--- src/rtl/cal_pkg.sv ---
package cal_pkg;

    typedef enum logic [1:0] {
        SEL_HOUR  = 2'd0,
        SEL_MIN   = 2'd1,
        SEL_DAY   = 2'd2,
        SEL_MONTH = 2'd3
    } cal_sel_e;

    localparam int MIN_W   = 7;
    localparam int HOUR_W  = 6;
    localparam int DAY_W   = 6;
    localparam int MONTH_W = 5;

    typedef struct packed {
        logic [MONTH_W-1:0] month;
        logic [DAY_W-1:0]   day;
        logic [HOUR_W-1:0]  hour;
        logic [MIN_W-1:0]   minute;
    } cal_time_t;

    // Two-digit packed BCD increment; a low digit of 9 rolls into the upper digit.
    function automatic logic [7:0] bcd_inc(input logic [7:0] v);
        logic [7:0] r;
        if (v[3:0] >= 4'd9) begin
            r = {v[7:4] + 4'd1, 4'd0};
        end else begin
            r = {v[7:4], v[3:0] + 4'd1};
        end
        return r;
    endfunction

endpackage

--- src/rtl/cal_month_len.sv ---
module cal_month_len
    import cal_pkg::*;
(
    input  logic [MONTH_W-1:0] month_i,
    output logic [DAY_W-1:0]   last_day_o
);

    localparam logic [DAY_W-1:0] LEN_SHORT = DAY_W'(8'h28);
    localparam logic [DAY_W-1:0] LEN_MID   = DAY_W'(8'h30);
    localparam logic [DAY_W-1:0] LEN_LONG  = DAY_W'(8'h31);

    always_comb begin
        unique case (month_i)
            MONTH_W'(8'h02): last_day_o = LEN_SHORT;
            MONTH_W'(8'h04),
            MONTH_W'(8'h06),
            MONTH_W'(8'h09),
            MONTH_W'(8'h11): last_day_o = LEN_MID;
            default:         last_day_o = LEN_LONG;
        endcase
    end

endmodule

--- src/rtl/cal_bcd_field.sv ---
module cal_bcd_field
    import cal_pkg::*;
#(
    parameter int          W    = 7,
    parameter logic [7:0]  LOW  = 8'h00
) (
    input  logic         clk,
    input  logic         rst_n,
    input  logic         inc_i,
    input  logic [W-1:0] last_i,
    input  logic         ld_i,
    input  logic [7:0]   ld_val_i,
    output logic [W-1:0] q_o,
    output logic         carry_o
);

    localparam logic [W-1:0] LOW_W = W'(LOW);

    logic [W-1:0] q_d, q_q;
    logic         at_end;
    logic [7:0]   stepped;

    always_comb begin
        at_end  = (q_q >= last_i);
        stepped = bcd_inc(8'(q_q));
        q_d     = q_q;
        carry_o = 1'b0;
        if (ld_i) begin
            q_d = ld_val_i[W-1:0];
        end else if (inc_i) begin
            if (at_end) begin
                q_d     = LOW_W;
                carry_o = 1'b1;
            end else begin
                q_d = stepped[W-1:0];
            end
        end
    end

    always_ff @(posedge clk or negedge rst_n) begin
        if (!rst_n) q_q <= LOW_W;
        else        q_q <= q_d;
    end

    assign q_o = q_q;

    // an advance from the last value returns to the low value
    p_field_wrap_r4: assert property (@(posedge clk) disable iff (!rst_n)
        (inc_i && !ld_i && q_q == last_i) |=> (q_q == LOW_W));

    // no advance and no load leaves the field untouched
    p_field_hold_r11: assert property (@(posedge clk) disable iff (!rst_n)
        (!inc_i && !ld_i) |=> $stable(q_q));

    // a load takes the low bits of the byte
    p_field_load_r8: assert property (@(posedge clk) disable iff (!rst_n)
        ld_i |=> (q_q == $past(ld_val_i[W-1:0])));

endmodule

--- src/rtl/bcd_calendar.sv ---
module bcd_calendar
    import cal_pkg::*;
(
    input  logic       clk,
    input  logic       rst_n,
    input  logic       min_tick,
    input  logic       wr_en,
    input  logic [1:0] wr_sel,
    input  logic [7:0] wr_data,
    input  logic [1:0] rd_sel,
    output logic [7:0] rd_data
);

    localparam logic [MIN_W-1:0]   MIN_LAST   = MIN_W'(8'h59);
    localparam logic [HOUR_W-1:0]  HOUR_LAST  = HOUR_W'(8'h23);
    localparam logic [MONTH_W-1:0] MONTH_LAST = MONTH_W'(8'h12);

    cal_time_t          now;
    logic               adv_min;
    logic               c_min, c_hour, c_day, c_month;
    logic [3:0]         ld_vec;
    logic [DAY_W-1:0]   day_last;

    // Control: a write drops a coincident tick
    always_comb begin
        adv_min = min_tick && !wr_en;
        ld_vec  = '0;
        if (wr_en) ld_vec[wr_sel] = 1'b1;
    end

    cal_month_len u_len (
        .month_i    (now.month),
        .last_day_o (day_last)
    );

    cal_bcd_field #(.W(MIN_W), .LOW(8'h00)) u_min (
        .clk(clk), .rst_n(rst_n), .inc_i(adv_min), .last_i(MIN_LAST),
        .ld_i(ld_vec[SEL_MIN]), .ld_val_i(wr_data),
        .q_o(now.minute), .carry_o(c_min)
    );

    cal_bcd_field #(.W(HOUR_W), .LOW(8'h00)) u_hour (
        .clk(clk), .rst_n(rst_n), .inc_i(c_min), .last_i(HOUR_LAST),
        .ld_i(ld_vec[SEL_HOUR]), .ld_val_i(wr_data),
        .q_o(now.hour), .carry_o(c_hour)
    );

    cal_bcd_field #(.W(DAY_W), .LOW(8'h01)) u_day (
        .clk(clk), .rst_n(rst_n), .inc_i(c_hour), .last_i(day_last),
        .ld_i(ld_vec[SEL_DAY]), .ld_val_i(wr_data),
        .q_o(now.day), .carry_o(c_day)
    );

    cal_bcd_field #(.W(MONTH_W), .LOW(8'h01)) u_month (
        .clk(clk), .rst_n(rst_n), .inc_i(c_day), .last_i(MONTH_LAST),
        .ld_i(ld_vec[SEL_MONTH]), .ld_val_i(wr_data),
        .q_o(now.month), .carry_o(c_month)
    );

    always_comb begin
        unique case (cal_sel_e'(rd_sel))
            SEL_HOUR:  rd_data = 8'(now.hour);
            SEL_MIN:   rd_data = 8'(now.minute);
            SEL_DAY:   rd_data = 8'(now.day);
            default:   rd_data = 8'(now.month);
        endcase
    end

    logic unused_carry;
    assign unused_carry = c_month;

    // a write beside a tick leaves the other fields as they were
    p_write_wins_r10: assert property (@(posedge clk) disable iff (!rst_n)
        (wr_en && min_tick && wr_sel != SEL_MIN) |=> $stable(now.minute));

    // 23:59 plus a tick gives hour 00
    p_hour_wrap_r3: assert property (@(posedge clk) disable iff (!rst_n)
        (min_tick && !wr_en && now.minute == MIN_LAST && now.hour == HOUR_LAST)
        |=> (now.hour == '0 && now.minute == '0));

    // February ends at 28 (or a written 29)
    p_feb_end_r5: assert property (@(posedge clk) disable iff (!rst_n)
        (min_tick && !wr_en && now.minute == MIN_LAST && now.hour == HOUR_LAST
         && now.month == MONTH_W'(8'h02)
         && (now.day == DAY_W'(8'h28) || now.day == DAY_W'(8'h29)))
        |=> (now.day == DAY_W'(8'h01) && now.month == MONTH_W'(8'h03)));

    // year end rolls every field in one edge
    p_year_end_r7: assert property (@(posedge clk) disable iff (!rst_n)
        (min_tick && !wr_en && now.minute == MIN_LAST && now.hour == HOUR_LAST
         && now.month == MONTH_LAST && now.day == DAY_W'(8'h31))
        |=> (now.month == MONTH_W'(8'h01) && now.day == DAY_W'(8'h01)));

endmodule

--- config.mk ---
export PLATFORM = sky130hd
export DESIGN_NAME = bcd_calendar
export DESIGN_NICKNAME = d
export VERILOG_FILES = /design/src/rtl/cal_pkg.sv /design/src/rtl/cal_month_len.sv /design/src/rtl/cal_bcd_field.sv /design/src/rtl/bcd_calendar.sv
export SDC_FILE = /design/constraint.sdc
export NUM_CORES = 1
export LEC_CHECK = 0
export ABC_AREA = 1
export BUFFER_PORTS_ARGS = -buffer_cell sky130_fd_sc_hd__buf_2
export CAP_MARGIN = 20
export CORE_UTILIZATION = 50
export DETAILED_ROUTE_END_ITERATION = 10
export PLACE_DENSITY_LB_ADDON = 0.05
export SLEW_MARGIN = 40
export SYNTH_ARGS = -nofsm -noshare
export SYNTH_HDL_FRONTEND = slang
export SYNTH_SLANG_ARGS = --single-unit
--- constraint.sdc ---
create_clock -name clk -period 1.96 [get_ports clk]
set_input_delay 0.49 -clock clk [delete_from_list [all_inputs] [get_ports clk]]
set_output_delay 0.49 -clock clk [all_outputs]
set_load 0.02 [all_outputs]
# Word level (Yosys, flattened, before mapping)
# Index checks and enable logic that the tools add are counted.
[op_classes] n_eq_ne=7 multipliers=0 muxes=30 n_div=0 addsub=8 magnitude_cmp=10 n_reduce_logical=17 bitwise=0 shifts=0
[ops] operator="$mux W6" count=8
[ops] operator="$mux W7" count=4
[ops] operator="$pmux W7 S3" count=1
[ops] operator="$mux W5" count=4
[ops] operator="$add A4 B1 Y4 const B" count=4
[ops] operator="$ge A4 B4 Y1 const B" count=4
[ops] operator="$reduce_bool A3 Y1" count=4
[ops] operator="$eq A5 B3 Y1 const B" count=2
[ops] operator="$mux W1" count=10
[ops] operator="$pmux W5 S2" count=1
[ops] operator="$reduce_and A2 Y1" count=4
[ops] operator="$reduce_bool A2 Y1" count=4
[ops] operator="$ge A7 B7 Y1 const B" count=1
[ops] operator="$ge A6 B6 Y1" count=1
[ops] operator="$ge A6 B6 Y1 const B" count=1
[ops] operator="$eq A5 B2 Y1 const B" count=1
[ops] operator="$eq A5 B4 Y1 const B" count=1
[ops] operator="$eq A5 B5 Y1 const B" count=1
[ops] operator="$ge A5 B5 Y1 const B" count=1
[ops] operator="$add A2 B1 Y2 const B" count=2
[ops] operator="$mux W4" count=1
[ops] operator="$reduce_or A4 Y1" count=1
[ops] operator="$add A3 B1 Y3 const B" count=1
[ops] operator="$lt A2 B3 Y1 const B" count=1
[ops] operator="other kinds (8)" count=9
[word_totals] in_bits=16 ff_bits=24 latchBits=0 ram_bits=0 wordCells=80 output_inout_bits=8 mem_count=0 rom_bits=0

# Logic depth before layout (Yosys ltp)
[depth] ltp_word=12 mapped_depth=16 mapped_depth_nobuf=16

# By module
# Synthesis repeated with hierarchy kept, for this count alone.
[unflattened] cells_unflattened=411 area_unflattened_um2=2825.2
[modules_own_cells] mod="cal_bcd_field at u_min" cells_each=100 area_each_um2=705.7 seq_area_each_um2=175.2 n_inst=1
[modules_own_cells] mod="cal_bcd_field at u_day" cells_each=86 area_each_um2=646.9 seq_area_each_um2=151.4 n_inst=1
[modules_own_cells] mod="cal_bcd_field at u_hour" cells_each=85 area_each_um2=636.9 seq_area_each_um2=150.1 n_inst=1
[modules_own_cells] mod="cal_bcd_field at u_month" cells_each=74 area_each_um2=513.0 seq_area_each_um2=126.4 n_inst=1
[modules_own_cells] mod="bcd_calendar" cells_each=47 area_each_um2=237.7 seq_area_each_um2=0.0 n_inst=1
[modules_own_cells] mod="cal_month_len" cells_each=19 area_each_um2=85.1 seq_area_each_um2=0.0 n_inst=1

# Least setup slack after synthesis
# No wires, ideal clock.
[synth_timing] path_kind="reg2reg" start="register u_month.q_q[0], in the netlist u_month.q_o[0]" end="register u_day.q_q[5], in the netlist u_day.q_o[5]" setup_ns=0.116 arrival_time_ns=2.038 slack_ns=-0.195 path_buffers=0 period_less_slack_ns=2.155 required_time_ns=1.844 path_stages_with_launch=16 path_cell_list="dfstp_2 -> inv_1 -> ha_1 -> nand3_1 -> inv_1 -> ha_1 -> nand2_1 -> inv_1 -> nand3_1 -> nand3_1 -> nor2_4 -> nand2_2 -> nand2_4 -> inv_2 -> nand2_1 -> nand2_1"
[synth_between] elab_chain_len=7 word_cells_on_any_way=13 classes_between="order compare: 1; eq/ne: 5; mux: 4; reduce/logical: 3"
[synth_rtl] item="start: declaration" line_no="cal_bcd_field.sv:19" source="logic [W-1:0] q_d, q_q;"
[synth_rtl] item="start signal: assignment" line_no="cal_bcd_field.sv:42" source="else q_q <= q_d;"
[synth_rtl] item="$eq A5 B3 Y1, or another cell as far along" line_no="cal_month_len.sv:13" source="unique case (month_i)"
[synth_rtl] item="$reduce_or A4 Y1" line_no="cal_month_len.sv:13"
[synth_rtl] item="$pmux W5 S2 (*)" line_no="cal_month_len.sv:13"
[synth_rtl] item="$ge A6 B6 Y1 (*)" line_no="cal_bcd_field.sv:24" source="at_end = (q_q >= last_i);"
[synth_rtl] item="$mux W6" line_no="cal_bcd_field.sv:31" source="if (at_end) begin"
[synth_rtl] item="$mux W6" line_no="cal_bcd_field.sv:30" source="end else if (inc_i) begin"
[synth_rtl] item="$mux W6" line_no="cal_bcd_field.sv:28" source="if (ld_i) begin"
[synth_rtl] item="end signal: assignment" line_no="cal_bcd_field.sv:42"
[synth_rtl] item="end: declaration" line_no="cal_bcd_field.sv:19"
# Every way passes the cells marked *; elsewhere a longest branch is shown, timed or not. The select of a mux whose other input is x is not followed.
# A chain may end at the register's enable or synchronous reset.

# Worst setup path after layout
# Same ends and word-level chain as after synthesis.

==> run metrics <==
Syn Area/Cell=7.03 um2; Peak Freq=446 MHz; vias in the first global route=1,938; Yosys warning count=0; post-synth top area share=25.1%; Place WS=-0.299 ns; DIE WIDTH=68.2 um; crit-path max FO=6; DR DRC count=0; hold crit path type=in2async; I/O pin cnt=24; antenna violations before repair=0; Synth Instances=312; synthesis-to-finish area growth=19.9%; commonest non-fill, non-tap cells in the layout=nand2_1 (92), inv_1 (41), dfrtp_1 (22); final hold vios=0; Worst VDD drop=0.650 mV; Synth Cell Area=0.00219 mm2; Max clock buf depth=2; status=finished with violations; Yosys top cell by area=dfrtp_1; CP Class=reg2reg; Row Count=23; Crit. End Element=flop; number of port buffers=21; total grt overflow=0; hold slack=0.206 ns; Worst slew margin=60.3%; Tcrit/Tclk final=114%; CP Data Arrival Time=2.42 ns; final WL=5310 um; cts bufs inserted=3; synth unique cells=33; DPL Wire Length=4170 um; Post-CTS Hold Fix Bufs=0; clock skew=0.00206 ns; launching point of the worst reg2reg path=u_month.q_o[0]$_DFFE_PN1P_; die outline height=68.2 um; Final Wtd Congestion=0.863; routed len/inst=13.2 um; RSZ-0062 raised after global routing=true; Slew Limit Fails=0; max_cap viols=0; worst slew pin tran=0.595 ns; Sink Count=24; Root Buffer=clkbuf_8; share of cells above drive strength 1=26.1%; slack of the critical path=-0.282 ns; first-pass GRT wire length=8790 um; core area=0.00412 mm2; GRT Total Usage=25.6%; worst skew pair latency=0.28 ns; worst r2r path cells=15; Die Footprint=0.00466 mm2; syn_nets=349; sequential share of the synthesized area=27.5%; final setup fails=11; PwrDens=1160 mW/mm2; Initial Utilization=53.3%; Post-DRT Antenna Nets=0; failing checks=setup timing; Pleak=1.39 nW; initial drt markers=80; Reg clk slew, reported paths=0.09 ns; TritonCTS clock tree=done; Antenna diodes=0; Nets=391; commonest non-fill, non-tap cell in the layout=nand2_1; largest net degree at the start of global routing=25; H-tree depth=1; leading post-synthesis cells by cell area=dfrtp_1 (25%), nand2_1 (16%), ha_1 (12%), inv_1 (7.5%), o21ai_0 (5.0%); Seq cells post-synth=24; Vias=2,047; final worst path period need=2.24 ns; Critical Path RT=2.14 ns; Worst setup startpoint=u_month.q_o[0]$_DFFE_PN1P_; Via density=5.08; DR pass1 iterations=4; crit path launch type=flop
[path summary, 6_finish.rpt]
path	endpoint	slack (ns)
worst max-delay path	u_day.q_o[5]$_DFFE_PN0P_	-0.28
worst min-delay path	u_min.q_o[6]$_DFFE_PN0P_	0.21
worst max register to register	u_day.q_o[5]$_DFFE_PN0P_	-0.28
worst min register to register	u_min.q_o[5]$_DFFE_PN0P_	0.56
max in group asynchronous	u_day.q_o[2]$_DFFE_PN0P_	1.36
min in group clk	u_day.q_o[1]$_DFFE_PN0P_	0.49
[timing repair]
item	in CTS	in global routing
endpoints found under the setup margin	12	15
buffers inserted	1	1
pin swaps	10	6
gates cloned	0	0
resized for setup	6	19
[final cells by class]
type                    count  area, um2
fillers                   400       1490
multi-input cells         235       1480
flip-flops and latches     24        603
repair buffers             39        240
inverters                  51        194
well taps                  50       62.6
clock buffers               4       45.0
[logic make-up after synthesis]
family          after synthesis  synth area share [%]
simple gates                153                  33.1
flops                        24                  27.5
buf+inv                      53                  9.58
other cells                   1                 0.171
fa+ha+maj                    21                  12.0
compound gates               50                  13.6
xor+xnor                     10                  3.99
[where the power goes]
part / internal [W] / switching, W / total (W)
clock: 0.000146 / 0.000175 / 0.000321
sequential: 0.000695 / 0.000249 / 0.000944
combinational: 0.000777 / 0.00101 / 0.00179
[synth_stat cells (all sizes together)]
master,number
nand2,99
nor2,21
a21oi,9
nand3b,2
buf,2
nand3,24
o221ai,3
ha,21
xnor2,4
o31ai,2
xor2,6
o211ai,1
and2,1
dfstp,2
inv,51
o21bai,3
nand4,2
o22ai,9
o21ai,23
dfrtp,22
nor3,4
conb,1
[worst max-delay path: stages (launching register included)]
cell and delay (ns):
dfstp_2 0.58, inv_4 0.05, ha_4 0.17, nor2_4 0.10
o31ai_2 0.08, a21oi_2 0.15, ha_2 0.18, nand2_1 0.05
nand3_1 0.09, nand3_2 0.10, nor2_4 0.28, nand2_4 0.11
nand2_4 0.08, inv_2 0.04, nand2_1 0.05, nand2_1 0.04
[per-stage QoR]
stage | utilization (%) | std cells | area (um2) | total power [W] | TNS [ns]
5_1_grt | 63.9 | 403 | 2630 | 0.00336 | -3.91
3_5_place_dp | 60.4 | 397 | 2490 | 0.00259 | -2.55
4_1_cts | 62.2 | 402 | 2560 | 0.00296 | -2.30
6_report | 63.9 | 403 | 2630 | 0.00305 | -2.55
3_3_place_gp | 60.4 | 397 | 2490 | 0.00257 | -2.29
2_1_floorplan | - | 312 | 2220 | 0.00207 | -0.415
[flip-flops by register name, summed over array words and instances, names as in the netlist]
name,cells
u_hour.q_o,6
u_month.q_o,5
u_day.q_o,6
u_min.q_o,7
[routing by layer]
| layer | wire length, um | GRT usage, % |
|---|---|---|
| met1 | 2830 | 37.5 |
| met2 | 2260 | 38.8 |
| met3 | 139 | 2.17 |
| met4 | 83 | 9.38 |
| met5 | 0 | 0 |
Note: power is estimated with default switching activity, not from simulation.
